[config.mk]
export PLATFORM = sky130hd
export DESIGN_NAME = serial_bcd_converter
export DESIGN_NICKNAME = d
export VERILOG_FILES = /design/src/rtl/serial_bcd_converter.sv
export SDC_FILE = /design/constraint.sdc
export NUM_CORES = 1
export LEC_CHECK = 0
export BUFFER_PORTS_ARGS = -buffer_cell sky130_fd_sc_hd__buf_2
export CAP_MARGIN = 20
export CELL_PAD_IN_SITES_DETAIL_PLACEMENT = 0
export CELL_PAD_IN_SITES_GLOBAL_PLACEMENT = 1
export CORE_ASPECT_RATIO = 1.5
export CORE_UTILIZATION = 45
export DETAILED_ROUTE_END_ITERATION = 8
export PLACE_DENSITY = 0.82
export SYNTH_ARGS = -nofsm -noshare
export SYNTH_HDL_FRONTEND = slang
export SYNTH_SLANG_ARGS = --single-unit
export TNS_END_PERCENT = 30
[constraint.sdc]
create_clock -name clk -period 2.9 [get_ports clk]
set_clock_uncertainty 0.15 [all_clocks]
set_input_delay 0.29 -clock clk [delete_from_list [all_inputs] [get_ports clk]]
set_output_delay 0.29 -clock clk [all_outputs]
set_load 0.01 [all_outputs]
[src/rtl/serial_bcd_converter.sv]
module serial_bcd_converter #(
  parameter int NWORDS     = 3,
  parameter int WIDTH      = 8,
  parameter int DIGITS     = 3,
  parameter int GAP_CYCLES = 4,
  parameter int RUN_LIMIT  = 300
) (
  input  logic                       clk,
  input  logic                       rst_n,
  input  logic                       start,
  input  logic                       sens_in,
  input  logic [NWORDS*WIDTH-1:0]    comp_in,
  output logic [NWORDS*4*DIGITS-1:0] bcd_out,
  output logic [3:0]                 sens_digit,
  output logic                       busy,
  output logic                       done
);
  localparam int BW = 4 * DIGITS;
  localparam int GW = $clog2(GAP_CYCLES + 1) + 1;
  localparam int RW = $clog2(RUN_LIMIT + 1) + 1;

  typedef enum logic [1:0] {S_IDLE, S_GAP, S_RUN} state_t;

  state_t            state;
  logic [WIDTH-1:0]  bin_q [NWORDS];
  logic [BW-1:0]     dec_q [NWORDS];
  logic [NWORDS-1:0] active;
  logic [GW-1:0]     gap_cnt;
  logic [RW-1:0]     run_cnt;
  logic              sens_q, done_q;

  function automatic logic [BW-1:0] bcd_inc(input logic [BW-1:0] v);
    logic [BW-1:0] r;
    logic carry;
    r = v;
    carry = 1'b1;
    for (int d = 0; d < DIGITS; d++) begin
      if (carry) begin
        if (r[d*4 +: 4] == 4'd9) r[d*4 +: 4] = 4'd0;
        else begin
          r[d*4 +: 4] = r[d*4 +: 4] + 4'd1;
          carry = 1'b0;
        end
      end
    end
    return r;
  endfunction

  for (genvar g = 0; g < NWORDS; g++) begin : g_word
    assign bcd_out[g*BW +: BW] = dec_q[g];
    assign active[g] = |bin_q[g];
  end

  assign sens_digit = {3'b000, sens_q};
  assign busy       = (state != S_IDLE);
  assign done       = done_q;

  always_ff @(posedge clk) begin
    if (!rst_n) begin
      state   <= S_IDLE;
      gap_cnt <= '0;
      run_cnt <= '0;
      sens_q  <= 1'b0;
      done_q  <= 1'b0;
      for (int i = 0; i < NWORDS; i++) begin
        bin_q[i] <= '0;
        dec_q[i] <= '0;
      end
    end else begin
      case (state)
        S_IDLE: if (start) begin
          for (int i = 0; i < NWORDS; i++) begin
            bin_q[i] <= comp_in[i*WIDTH +: WIDTH] + WIDTH'(1);
            dec_q[i] <= '0;
          end
          sens_q  <= sens_in;
          done_q  <= 1'b0;
          gap_cnt <= '0;
          state   <= S_GAP;
        end
        S_GAP: begin
          if (gap_cnt == GW'(GAP_CYCLES - 1)) begin
            run_cnt <= '0;
            state   <= S_RUN;
          end else begin
            gap_cnt <= gap_cnt + GW'(1);
          end
        end
        S_RUN: begin
          if (!(|active) || run_cnt == RW'(RUN_LIMIT)) begin
            done_q <= 1'b1;
            state  <= S_IDLE;
          end else begin
            run_cnt <= run_cnt + RW'(1);
            for (int i = 0; i < NWORDS; i++) begin
              if (active[i]) begin
                bin_q[i] <= bin_q[i] + WIDTH'(1);
                dec_q[i] <= bcd_inc(dec_q[i]);
              end
            end
          end
        end
        default: state <= S_IDLE;
      endcase
    end
  end
endmodule

=== Word-level counts from Yosys, hierarchy flattened ===
Memory sizes are Yosys's and may differ from the RTL's.
Index checks and enable logic that the tools add are counted.

* Word-level logic and storage cells: 199
* Bits in registers: 18
* Memories: 2
* Memory bits (writable): 60

* Eq/ne operators: 18
* Mux-type cells: 129
* Add/sub/neg operators: 17
* Reductions and logical operators: 16
* Bitwise operators: 12

{| class="wikitable"
|+ Memory list
! memory !! words !! bits a word !! rd ports !! clocked after Yosys merged registers in !! wr ports !! line !! source
|-
| dec_q || 3 || 12 || 3 || 0 || 3 || 26 || <nowiki>logic [BW-1:0] dec_q [NWORDS];</nowiki>
|-
| bin_q || 3 || 8 || 3 || 0 || 3 || 25 || <nowiki>logic [WIDTH-1:0] bin_q [NWORDS];</nowiki>
|}

{| class="wikitable"
|+ Operators by type and width
! cell !! count
|-
| 4-bit 2-to-1 mux || 53
|-
| 12-bit 2-to-1 mux || 6
|-
| 1-bit 2-to-1 mux || 55
|-
| 8-bit by 1-bit adder with 8-bit output, second input constant || 6
|-
| 8-bit 2-to-1 mux || 6
|-
| 4-bit by 1-bit adder with 4-bit output, second input constant || 10
|-
| 4-bit equality test, second input constant || 9
|-
| 24-bit OR reduction || 1
|-
| 8-bit OR reduction || 3
|-
| 10-bit 2-to-1 mux || 2
|-
| 10-bit case mux with 2 select lines || 1
|-
| 1-bit bitwise OR || 12
|-
| 3-bit AND reduction || 4
|-
| 10-bit by 1-bit adder with 10-bit output, second input constant || 1
|-
| 10-bit by 9-bit equality test with 1-bit output, second input constant || 1
|-
| 2-bit != test, second input constant || 5
|-
| 4-bit case mux with 2 select lines || 1
|-
| 2-bit nonzero test || 4
|-
| 2-bit 2-to-1 mux || 3
|-
| 2-bit case mux with 3 select lines || 1
|-
| 4-bit by 2-bit equality test with 1-bit output, second input constant || 1
|-
| 2-bit by 1-bit equality test with 1-bit output, second input constant || 1
|-
| 2-bit equality test, second input constant || 1
|-
| 2-bit zero test || 1
|-
| 4 further kinds || 4
|}

=== Logic depth before layout (Yosys ltp) ===
Gate-level depths: netlist of the first run.
An unclocked memory read counts as a cell.

* Word-level depth: 18
* Gate-level depth with buffers: 8
* Mapped depth without buffers: 7

=== Least setup slack after synthesis of the first run ===
Ideal clock, no wire load.

* Path kind: flip-flop to flip-flop
* Start point: memory bin_q[0][0]
* End point: memory dec_q[0][16] (netlist name), enable pin
* Slack: 0.609 ns
* Data required time: 2.418 ns
* Data arrival time: 1.809 ns
* Buffers on the path: 1
* Cell stages (with the launch flop): 9
* Path through: edfxtp_1 inv_1 ha_1 nor3b_1 nand4_1 o211a_1 buf_6 o21ai_2 nor2b_1

{| class="wikitable"
|+ RTL lines
! item !! line
|-
| start, declared || 25
|-
| end, declared || 26
|}

==> summary.txt, run 1 <==
Run status
  • Outcome: finished, violations left
  • Violated checks: design-rule violations

Worst setup path
  • Crit path cell chain: inv_1 -> ha_1 -> nor4bb_2 -> a31oi_4 -> o211a_1 -> o21ai_2 -> nor2b_1
  • Critical-path top delay cell: nor4bb_2
  • Worst EP required: 2750 ps
  • CP max stage delay: 440 ps
  • Reg2reg start: run_cnt[0]
  • CP startpoint kind: flip-flop
  • CP endpoint kind: flip-flop
  • Reg2Reg Setup Slack: 360 ps
  • Worst r2r dst: dec_q[0][18]
  • Highest net fanout along the worst path: 9
  • Critical path class: reg2reg
  • Reg2Reg Depth: 7
  • Worst EP arrival: 2390 ps

Die
  • Die ar.: 10700 um2
  • Die W: 84.78 um
  • Initial Util: 0.4590
  • Die height: 126.2 um
  • IO Count: 70
  • CORE AREA: 10080 um2
  • # rows: 45

Worst hold path
  • Worst Hold Depth: 2
  • Worst hold path type: in2reg
  • Hold Crit Start: comp_in[8]
  • Hold path endpoint: bin_q[0][8]

Timing
  • Setup TNS: 0 ps
  • Fmax: 394.0 MHz
  • Final Hold Violating Endpoints: 0
  • Worst-Margin Slew: 842.0 ps
  • Tcrit/Tclk final: 0.8752
  • # setup viols final: 0
  • Max-slew violation count: 0
  • Slew margin rel.: 0.4371
  • Final WS setup: 361.9 ps
  • RSZ-0062 raised after global routing: false
  • Fin crit period: 2538 ps

Run
  • Max Cap Viol: 0

Synthesis
  • Most used DFF post-synth: edfxtp_1
  • Post-synthesis sequential area ratio: 0.4674
  • Syn Area/Cell: 10.28 um2
  • Yosys cell types: 52
  • Yosys reg bits: 78
  • Ys async rst share: 0
  • Syn Std Cell Area: 4626 um2
  • Synth warn: 0
  • Post-Synth XOR/XNOR Area: 0.09656
  • Synth Instances: 450
  • Adder-cell share of the synthesized area: 0.08115
  • Multiplexer share of the synthesized area: 0.01623
  • Largest family of logic cells by synthesized area: simple AND/OR/NAND/NOR gates
  • EDFF count, synth: 60
  • Synth Area in Simple Gates: 0.2042
  • Compound-Gate Fraction of Synth Area: 0.09494

Drt
  • Routed WL: 9203 um
  • DR iter-0 viols: 146
  • Via count: 3468
  • Antenna-violating nets left: 0
  • DR vias/cell: 5.393
  • Wirelength per Cell: 14.31 um
  • Number of iterations in the first detailed-routing pass: 9
  • Drc violations: 3

Global route
  • Largest net degree at the start of global routing: 21
  • Grt ovf: 0
  • Total track usage: 0.1862
  • Initial antenna violation count: 0
  • First-pass GRT wire length: 15610 um
  • Number of global-route vias before repair: 3355

Clock tree
  • CTS max path bufs: 2
  • # clock sinks: 78
  • H-tree Lvls: 3
  • CTS tree: yes
  • CTS clock-pin slew for the worst setup and hold paths: 60 ps
  • TritonCTS buffer count: 9
  • Clock root buffer: clkbuf_16
  • Clk Latency, worst-skew pair: 340 ps

Power
  • Pwr dens: 501.6 nW/um2
  • Peak supply drop: 0.0003835 V
  • Final Power: 2.684 mW
  • Leakage: 2.115 nW

Final layout
  • Core Util, Final: 0.5310
  • Most frequent cells in the layout: buf_2, edfxtp_1, nor2_1, nand2_1, ha_1
  • Antenna diode count: 0
  • Finished Cell Area: 5351 um2
  • Register area: 2162 um2
  • Final nets: 579
  • Synthesis-to-finish area growth: 15.69%
  • Filler cells: 919
  • Most common cell after layout, fill and taps aside: buf_2
  • Multi-input gate area: 2301 um2
  • Share of layout cells above drive strength 1: 0.1939

Placement
  • Setup WS pre-CTS: 386.8 ps
  • Dpl hpwl: 7137 um
  • Port Buffer Count: 66
  • Routability cong.: 0.7919
  • Placement-stage cell area: 5060 um2
## layout make-up
class	count	share of cell area
Tap cell	117	0.02736
Clock inverter	6	0.009820
Clock buffer	10	0.04279
Timing Repair Buffer	72	0.07061
Inverter	22	0.01543
Sequential cell	78	0.4040
Multi-Input combinational cell	338	0.4300
## timing repair
item,4_1_cts,5_1_grt
hold buffers,1,0
resized for setup,0,0
hold endpoints to repair,1,0
setup buffers,0,0
## stage by stage
stage	instances	hold slack [ps]
final	643	147.1
after global routing	643	151.2
after CTS	643	139.2
after detailed placement	626	318.1
after global placement	626	310.2
after floorplan	452	248.6
## metal layers
metal / global-route usage / part of all wire
met1: 0.2094 / 0.42
met2: 0.3429 / 0.54
met3: 0.03801 / 0.028
met4: 0.06879 / 0.017
met5: 0 / 0
## report_power, final
part / internal (mW) / switching [mW]
sequential: 1.27 / 0.0688
combinational: 0.120 / 0.151
clock: 0.655 / 0.421
total: 2.04 / 0.640
## worst max-delay path: cells and delay by family, from the launching register on
family	cells	cell delay [ps]
flip-flops	1	330
AO/OA/AOI/OAI	3	700
adder cells (fa/ha/maj)	1	140
AND/OR/NAND/NOR	2	790
buffers and inverters	1	90
## registers in the layout, indices dropped and copies added (netlist names)
signal / count
state: 2
done: 1
bin_q: 24
gap_cnt: 4
run_cnt: 10
sens_q: 1
dec_q: 36
## how the worst max path moves through the flow
stage                 from            to  depth (start not counted)
2_1_floorplan  bin_q[0][0]  dec_q[0][16]                          8
3_3_place_gp   bin_q[0][0]  dec_q[0][30]                          8
3_5_place_dp    run_cnt[0]   dec_q[0][5]                          7
4_1_cts         run_cnt[0]   dec_q[0][5]                          7
5_1_grt         run_cnt[0]  dec_q[0][17]                          7
6_report        run_cnt[0]  dec_q[0][18]                          7
## cells by family (layout without fill, tap and decap cells)
kind of cell,Yosys count,count (layout)
other,1,3
adders and majority gates,30,30
DFF,78,78
buffers and inverters,36,110
muxes,7,7
AOI/OAI and AO/OA,66,66
and+or+nand+nor,181,181
xor gates and xnor gates,51,51
## cell usage after synthesis, drive strengths merged (2+ instances only)
master | number | area share
o211ai | 4 | 0.0076
a21oi | 18 | 0.019
mux2 | 4 | 0.0097
or3 | 7 | 0.010
a31oi | 4 | 0.0087
ha | 30 | 0.081
dfxtp | 18 | 0.078
nor3b | 11 | 0.018
edfxtp | 60 | 0.39
clkbuf | 3 | 0.0024
nor3 | 13 | 0.015
a22o | 3 | 0.0057
nand4 | 5 | 0.0068
buf | 11 | 0.018
mux2i | 3 | 0.0065
nand2 | 39 | 0.032
inv | 22 | 0.018
or4 | 2 | 0.0032
and4 | 2 | 0.0038
and2 | 4 | 0.0054
a21boi | 2 | 0.0032
nand3b | 2 | 0.0032
and3 | 15 | 0.021
o21ai | 11 | 0.016
xor2 | 23 | 0.044
xnor2 | 28 | 0.053
nor4 | 3 | 0.0068
nand2b | 2 | 0.0027
nor2 | 42 | 0.034
nor2b | 4 | 0.0054
nand3 | 25 | 0.027
o22ai | 20 | 0.027
Note: power is estimated with default switching activity, not from simulation.
==> run 2, diff against run 1 <==
--- a/config.mk
+++ b/config.mk
@@ -10,9 +10,9 @@
 export CELL_PAD_IN_SITES_DETAIL_PLACEMENT = 0
 export CELL_PAD_IN_SITES_GLOBAL_PLACEMENT = 1
 export CORE_ASPECT_RATIO = 1.5
-export CORE_UTILIZATION = 45
+export CORE_UTILIZATION = 40
 export DETAILED_ROUTE_END_ITERATION = 8
-export PLACE_DENSITY = 0.82
+export PLACE_DENSITY = 0.77
 export SYNTH_ARGS = -nofsm -noshare
 export SYNTH_HDL_FRONTEND = slang
 export SYNTH_SLANG_ARGS = --single-unit
==> constraint.sdc (replaced) <==
create_clock -name clk -period 2.3 [get_ports clk]
set_clock_uncertainty 0.15 [all_clocks]
set_input_delay 0.23 -clock clk [delete_from_list [all_inputs] [get_ports clk]]
set_output_delay 0.23 -clock clk [all_outputs]
set_load 0.1 [all_outputs]
==> run 2 against run 1 <==
Against the previous run:
- the run now ends clean
- first-iteration DRC count shrank 6.2%
- sequential cell count is the same
- core utilization shrank 2.5 points
- clock power grew 27%
- worst hold slack lost 60 ps
- largest cell class unchanged
==> summary.txt, run 2 (synthesized netlist as in run 1, its figures left out) <==
Worst setup path
  • CP startpoint kind: flip-flop
  • Instance count on the critical path: 6
  • Reg2reg start: bin_q[0][13]
  • Family with the most delay on the worst path: simple AND/OR/NAND/NOR gates
  • Worst EP arrival: 2070 ps
  • Worst EP required: 2220 ps
  • Critical path class: reg2reg
  • Crit path cell chain: nor4_1 -> nand3_1 -> buf_4 -> o211ai_4 -> buf_6 -> o22ai_1
  • Highest net fanout along the worst path: 18
  • Worst r2r dst: bin_q[0][4]
  • CP max stage delay: 440 ps
  • Reg2Reg Depth: 6
  • CP endpoint kind: flip-flop
  • Reg2Reg Setup Slack: 150 ps
  • Critical path endpoint: bin_q[0][4]
  • Critical path buffers and inverters: 2
  • Critical-path top delay cell: edfxtp_1
  • CP Launch Point: bin_q[0][13]

Die
  • Die W: 89.81 um
  • Die ar.: 12010 um2
  • Die height: 133.7 um
  • # rows: 47
  • Initial Util: 0.4140
  • IO Count: 70
  • CORE AREA: 11170 um2

Timing
  • Tcrit/Tclk final: 0.9350
  • Fin crit period: 2151 ps
  • Final WS setup: 149.4 ps
  • Final Hold Violating Endpoints: 0
  • # setup viols final: 0
  • Fmax: 465.0 MHz
  • RSZ-0062 raised after global routing: true
  • Final Hold Slack: 87.03 ps
  • Setup TNS: 0 ps
  • Max-slew violation count: 0

Clock tree
  • Postcts setup bufs: 0
  • Clock root buffer: clkbuf_16
  • # clock sinks: 78
  • CTS max path bufs: 2
  • CTS clock-pin slew for the worst setup and hold paths: 60 ps
  • H-tree Lvls: 3
  • CTS tree: yes
  • TritonCTS buffer count: 9
  • Clk Latency, worst-skew pair: 340 ps

Final layout
  • Antenna diode count: 0
  • Finished Cell Area: 5649 um2
  • Biggest register: dec_q
  • Most frequent cells in the layout: buf_2, edfxtp_1, nor2_1, nand2_1, ha_1
  • Share of layout cells above drive strength 1: 0.2423
  • Synthesis-to-finish area growth: 22.13%
  • Final nets: 603
  • Most common cell after layout, fill and taps aside: buf_2
  • Max reg flops: 36
  • Top flop regs: dec_q (36), bin_q (24), run_cnt (10)
  • Core Util, Final: 0.5056

Global route
  • Number of global-route vias before repair: 3535
  • Grt peak-use layer: met2
  • Met2 Usage GRT: 0.3056
  • Total track usage: 0.1670
  • First-pass GRT wire length: 16010 um
  • Largest net degree at the start of global routing: 21
  • Initial antenna violation count: 0
  • Grt ovf: 0
  • Met1 Usage GRT: 0.1852
  • Met3 GRT Util: 0.03082

Power
  • Leakage: 2.242 nW
  • Peak supply drop: 0.0003603 V
  • Pwr dens: 658.6 nW/um2

Drt
  • Number of iterations in the first detailed-routing pass: 4
  • Via count: 3535
  • Drc violations: 0
  • DR vias/cell: 5.079
  • DR iter-0 viols: 137
  • Wirelength per Cell: 13.75 um
  • Routed WL: 9569 um
  • Antenna-violating nets left: 0

Run status
  • Outcome: finished, final reports clean

Run
  • Max Cap Viol: 0

Placement
  • Port Buffer Count: 66
  • Routability cong.: 0.8115
  • Setup WS pre-CTS: 0.5707 ps
  • Placement-stage cell area: 5298 um2
  • Dpl hpwl: 7413 um

Worst hold path
  • Worst hold path type: in2reg
[run 2: final cells by class]
class | count | area [um2]
flip-flops and latches | 78 | 2162
inverters | 22 | 82.58
fillers | 1045 | 5524
clock inverters | 5 | 51.30
repair buffers | 96 | 581.8
multi-input cells | 338 | 2359
clock buffers | 10 | 229.0
well taps | 147 | 183.9
[run 2: repair_timing]
action	4_1_cts	5_1_grt
pin swaps	0	0
gates resized for setup	1	11
hold buffers	1	0
hold endpoints to repair	1	0
endpoints found under the setup margin	25	94
[run 2: per-layer routing]
layer | part of all wire | up-vias
li1 | - | 1808
met1 | 0.42 | 1652
met2 | 0.53 | 60
met3 | 0.029 | 15
met4 | 0.023 | 0
met5 | 0 | -
[run 2: through the flow]
stage | cells | power [mW]
CTS | 696 | 3.747
global route | 696 | 3.862
finish | 696 | 3.721
detailed placement | 680 | 2.374
floorplan | 452 | 2.196
global placement | 680 | 2.363
[run 2: how the worst min path moves through the flow]
stage,to,cells past startpoint,from
2_1_floorplan,sens_q,2,sens_in
3_3_place_gp,sens_q,3,sens_in
3_5_place_dp,sens_q,3,sens_in
4_1_cts,bin_q[0][16],2,comp_in[16]
5_1_grt,bin_q[0][16],2,comp_in[16]
6_report,bin_q[0][16],2,comp_in[16]
[run 2: report_power, final]
group | switching (mW) | total [mW] | internal [mW]
sequential | 0.0836 | 1.68 | 1.60
combinational | 0.483 | 0.670 | 0.187
clock | 0.542 | 1.37 | 0.827
==> run 3, diff against run 2 <==
--- a/config.mk
+++ b/config.mk
@@ -5,12 +5,13 @@
 export SDC_FILE = /design/constraint.sdc
 export NUM_CORES = 1
 export LEC_CHECK = 0
+export ABC_AREA = 1
 export BUFFER_PORTS_ARGS = -buffer_cell sky130_fd_sc_hd__buf_2
 export CAP_MARGIN = 20
 export CELL_PAD_IN_SITES_DETAIL_PLACEMENT = 0
 export CELL_PAD_IN_SITES_GLOBAL_PLACEMENT = 1
 export CORE_ASPECT_RATIO = 1.5
-export CORE_UTILIZATION = 40
+export CORE_UTILIZATION = 39
 export DETAILED_ROUTE_END_ITERATION = 8
 export PLACE_DENSITY = 0.77
 export SYNTH_ARGS = -nofsm -noshare
==> run 3 against run 2 <==
Against the previous run:
- core utilization decreased by 2.4 points
- clock power decreased by 9%
- routed wire length increased by 2.3%
- synthesized area increased by 1.6%
- sequential cell count unchanged
- count of clock-buffer cells in the layout unchanged
- die area increased by 4.1%
- sequential power increased by 13%
- largest cell class unchanged
- largest power group unchanged
==> summary.txt, run 3 <==
Timing
  • # setup viols final: 0
  • Fin crit period: 2142 ps
  • Max-slew violation count: 0
  • Final Hold Violating Endpoints: 0
  • RSZ-0062 raised after global routing: false
  • Tcrit/Tclk final: 0.9312
  • Slew margin rel.: 0.6563
  • Setup TNS: 0 ps
  • Fmax: 466.9 MHz
  • Worst-Margin Slew: 512.5 ps
  • Final Hold Slack: 85.06 ps
  • Final WS setup: 158.1 ps

Final layout
  • Final nets: 683
  • Non-Filler Instances: 780
  • Top flop regs: dec_q (36), bin_q (24), run_cnt (10)
  • Core Util, Final: 0.4811
  • Finished Cell Area: 5605 um2
  • Biggest register: dec_q
  • Share of layout cells above drive strength 1: 0.2000
  • Most common cell after layout, fill and taps aside: nand2_1
  • Max reg flops: 36
  • Most frequent cells in the layout: nand2_1, nor2_1, buf_2, edfxtp_1, inv_1
  • Synthesis-to-finish area growth: 19.24%
  • Antenna diode count: 0

Die
  • Die height: 136.5 um
  • CORE AREA: 11650 um2
  • Die ar.: 12510 um2
  • # rows: 48
  • Initial Util: 0.4035
  • Die W: 91.64 um
  • IO Count: 70

Synthesis
  • Ys async rst share: 0
  • Synth Instances: 537
  • Commonest cells in the netlist: nand2_1, nor2_1, edfxtp_1, inv_1, nand3_1
  • Synth warn: 0
  • Yosys cell types: 34
  • Yosys top cell by area: edfxtp_1
  • Most common cell in the netlist: nand2_1
  • Most used DFF post-synth: edfxtp_1
  • Syn Std Cell Area: 4701 um2
  • Syn Area/Cell: 8.754 um2
  • Yosys reg bits: 78
  • EDFF count, synth: 60
  • Post-synthesis sequential area ratio: 0.4599
  • Synth area leaders: edfxtp_1, ha_1, dfxtp_1
  • Top cell type's share of synthesized area: 0.3833

Clock tree
  • CTS clock-pin slew for the worst setup and hold paths: 60 ps
  • Clk Latency, worst-skew pair: 330 ps
  • CTS max path bufs: 2
  • CTS tree: yes
  • # clock sinks: 78
  • TritonCTS buffer count: 9
  • Clock root buffer: clkbuf_16
  • H-tree Lvls: 3

Global route
  • Number of global-route vias before repair: 3691
  • Largest net degree at the start of global routing: 16
  • Total track usage: 0.1696
  • First-pass GRT wire length: 16600 um
  • Initial antenna violation count: 0
  • Grt ovf: 0

Worst setup path
  • CP startpoint kind: flip-flop
  • Critical path class: reg2reg
  • Worst EP required: 2250 ps
  • Critical-path top delay cell: dfxtp_2
  • Crit path cell chain: inv_1 -> ha_1 -> nand2_1 -> nor2_1 -> nand3_1 -> nand2_2 -> inv_2 -> nand2_4 -> nor2_4 -> buf_12 -> nand2_2 -> nand3_1 -> inv_2
  • CP max stage delay: 380 ps
  • Worst EP arrival: 2090 ps
  • CP endpoint kind: flip-flop
  • Highest net fanout along the worst path: 15

Placement
  • Placement-stage cell area: 5310 um2
  • Dpl hpwl: 7499 um
  • Post-placement cell count: 760
  • Port Buffer Count: 66
  • Routability cong.: 0.8486
  • Setup WS pre-CTS: 121.4 ps

Drt
  • DR iter-0 viols: 132
  • Drc violations: 0
  • Wirelength per Cell: 12.55 um
  • DR vias/cell: 4.815
  • Via count: 3756
  • Routed WL: 9791 um
  • Antenna-violating nets left: 0
  • Number of iterations in the first detailed-routing pass: 4

Power
  • Pwr dens: 820.5 nW/um2
  • Leakage: 2.405 nW
  • Peak supply drop: 0.0003655 V
  • Final Power: 4.599 mW

Run
  • Max Cap Viol: 0

Run status
  • Outcome: finished, final reports clean

Worst hold path
  • Worst hold path type: in2reg
-- run 3: changes by cell type in the layout (fill, tap and decap cells not counted), sizes merged, moves of 7 or more --
| cell | change |
|---|---|
| nand3 | +22 |
| nand3b | +13 |
| o22ai | -20 |
| or3 | -7 |
| nor3b | -7 |
| nor3 | -9 |
| xnor2 | -15 |
| nor2 | +48 |
| and3 | -14 |
| buf | -7 |
| nand2 | +62 |
| inv | +30 |
-- run 3: cell type report --
| class | instances | area [um2] |
|---|---|---|
| tap | 150 | 187.7 |
| clock buffer | 10 | 229.0 |
| multi-input combinational | 393 | 2270 |
| timing repair buffer | 89 | 518.0 |
| clock inverter | 6 | 28.78 |
| inverter | 54 | 206.4 |
| fill | 1154 | 6046 |
| sequential | 78 | 2166 |
-- run 3: report_power, final --
part           switching (mW)  total [mW]  internal [mW]
logic                    1.13        1.46          0.331
registers               0.168        1.90           1.73
clock network           0.525        1.24          0.715
total                    1.82        4.60           2.78
-- run 3: final timing paths --
kind,slack [ps],start,to,depth (start not counted)
setup reg to reg,160,run_cnt[0],dec_q[0][11],13
hold / removal,90,rst_n,gap_cnt[1],3
setup / recovery,160,run_cnt[0],dec_q[0][11],13
hold reg to reg,330,sens_q,sens_q,1
-- run 3: logic make-up after synthesis --
group,after synthesis,share of synthesized area
adders and majority gates,30,0.07985
AOI/OAI and AO/OA,46,0.06095
other,1,0.0007977
and+or+nand+nor,274,0.2608
xor gates and xnor gates,40,0.07453
DFF,78,0.4599
buffers and inverters,68,0.06308
-- run 3: per-layer routing --
layer | global-route usage | vias up | part of all wire
met4 | 0.08554 | 0 | 0.022
met1 | 0.1946 | 1728 | 0.43
met5 | 0 | - | 0
met3 | 0.02740 | 15 | 0.029
li1 | - | 1958 | -
met2 | 0.3033 | 55 | 0.51
-- run 3: critical path: cells and delay by family, from the launching register on --
| family | cells | cell delay [ps] |
|---|---|---|
| buffers and inverters | 4 | 410 |
| adder cells (fa/ha/maj) | 1 | 200 |
| AND/OR/NAND/NOR | 8 | 770 |
| flip-flops | 1 | 380 |
-- run 3: repair_timing --
| item | 4_1_cts | 5_1_grt |
|---|---|---|
| endpoints found under the hold margin | 1 | 0 |
| hold buffers | 1 | 0 |
| resized for setup | 0 | 3 |
| endpoints found under the setup margin | 0 | 27 |
| buffers inserted | 0 | 3 |
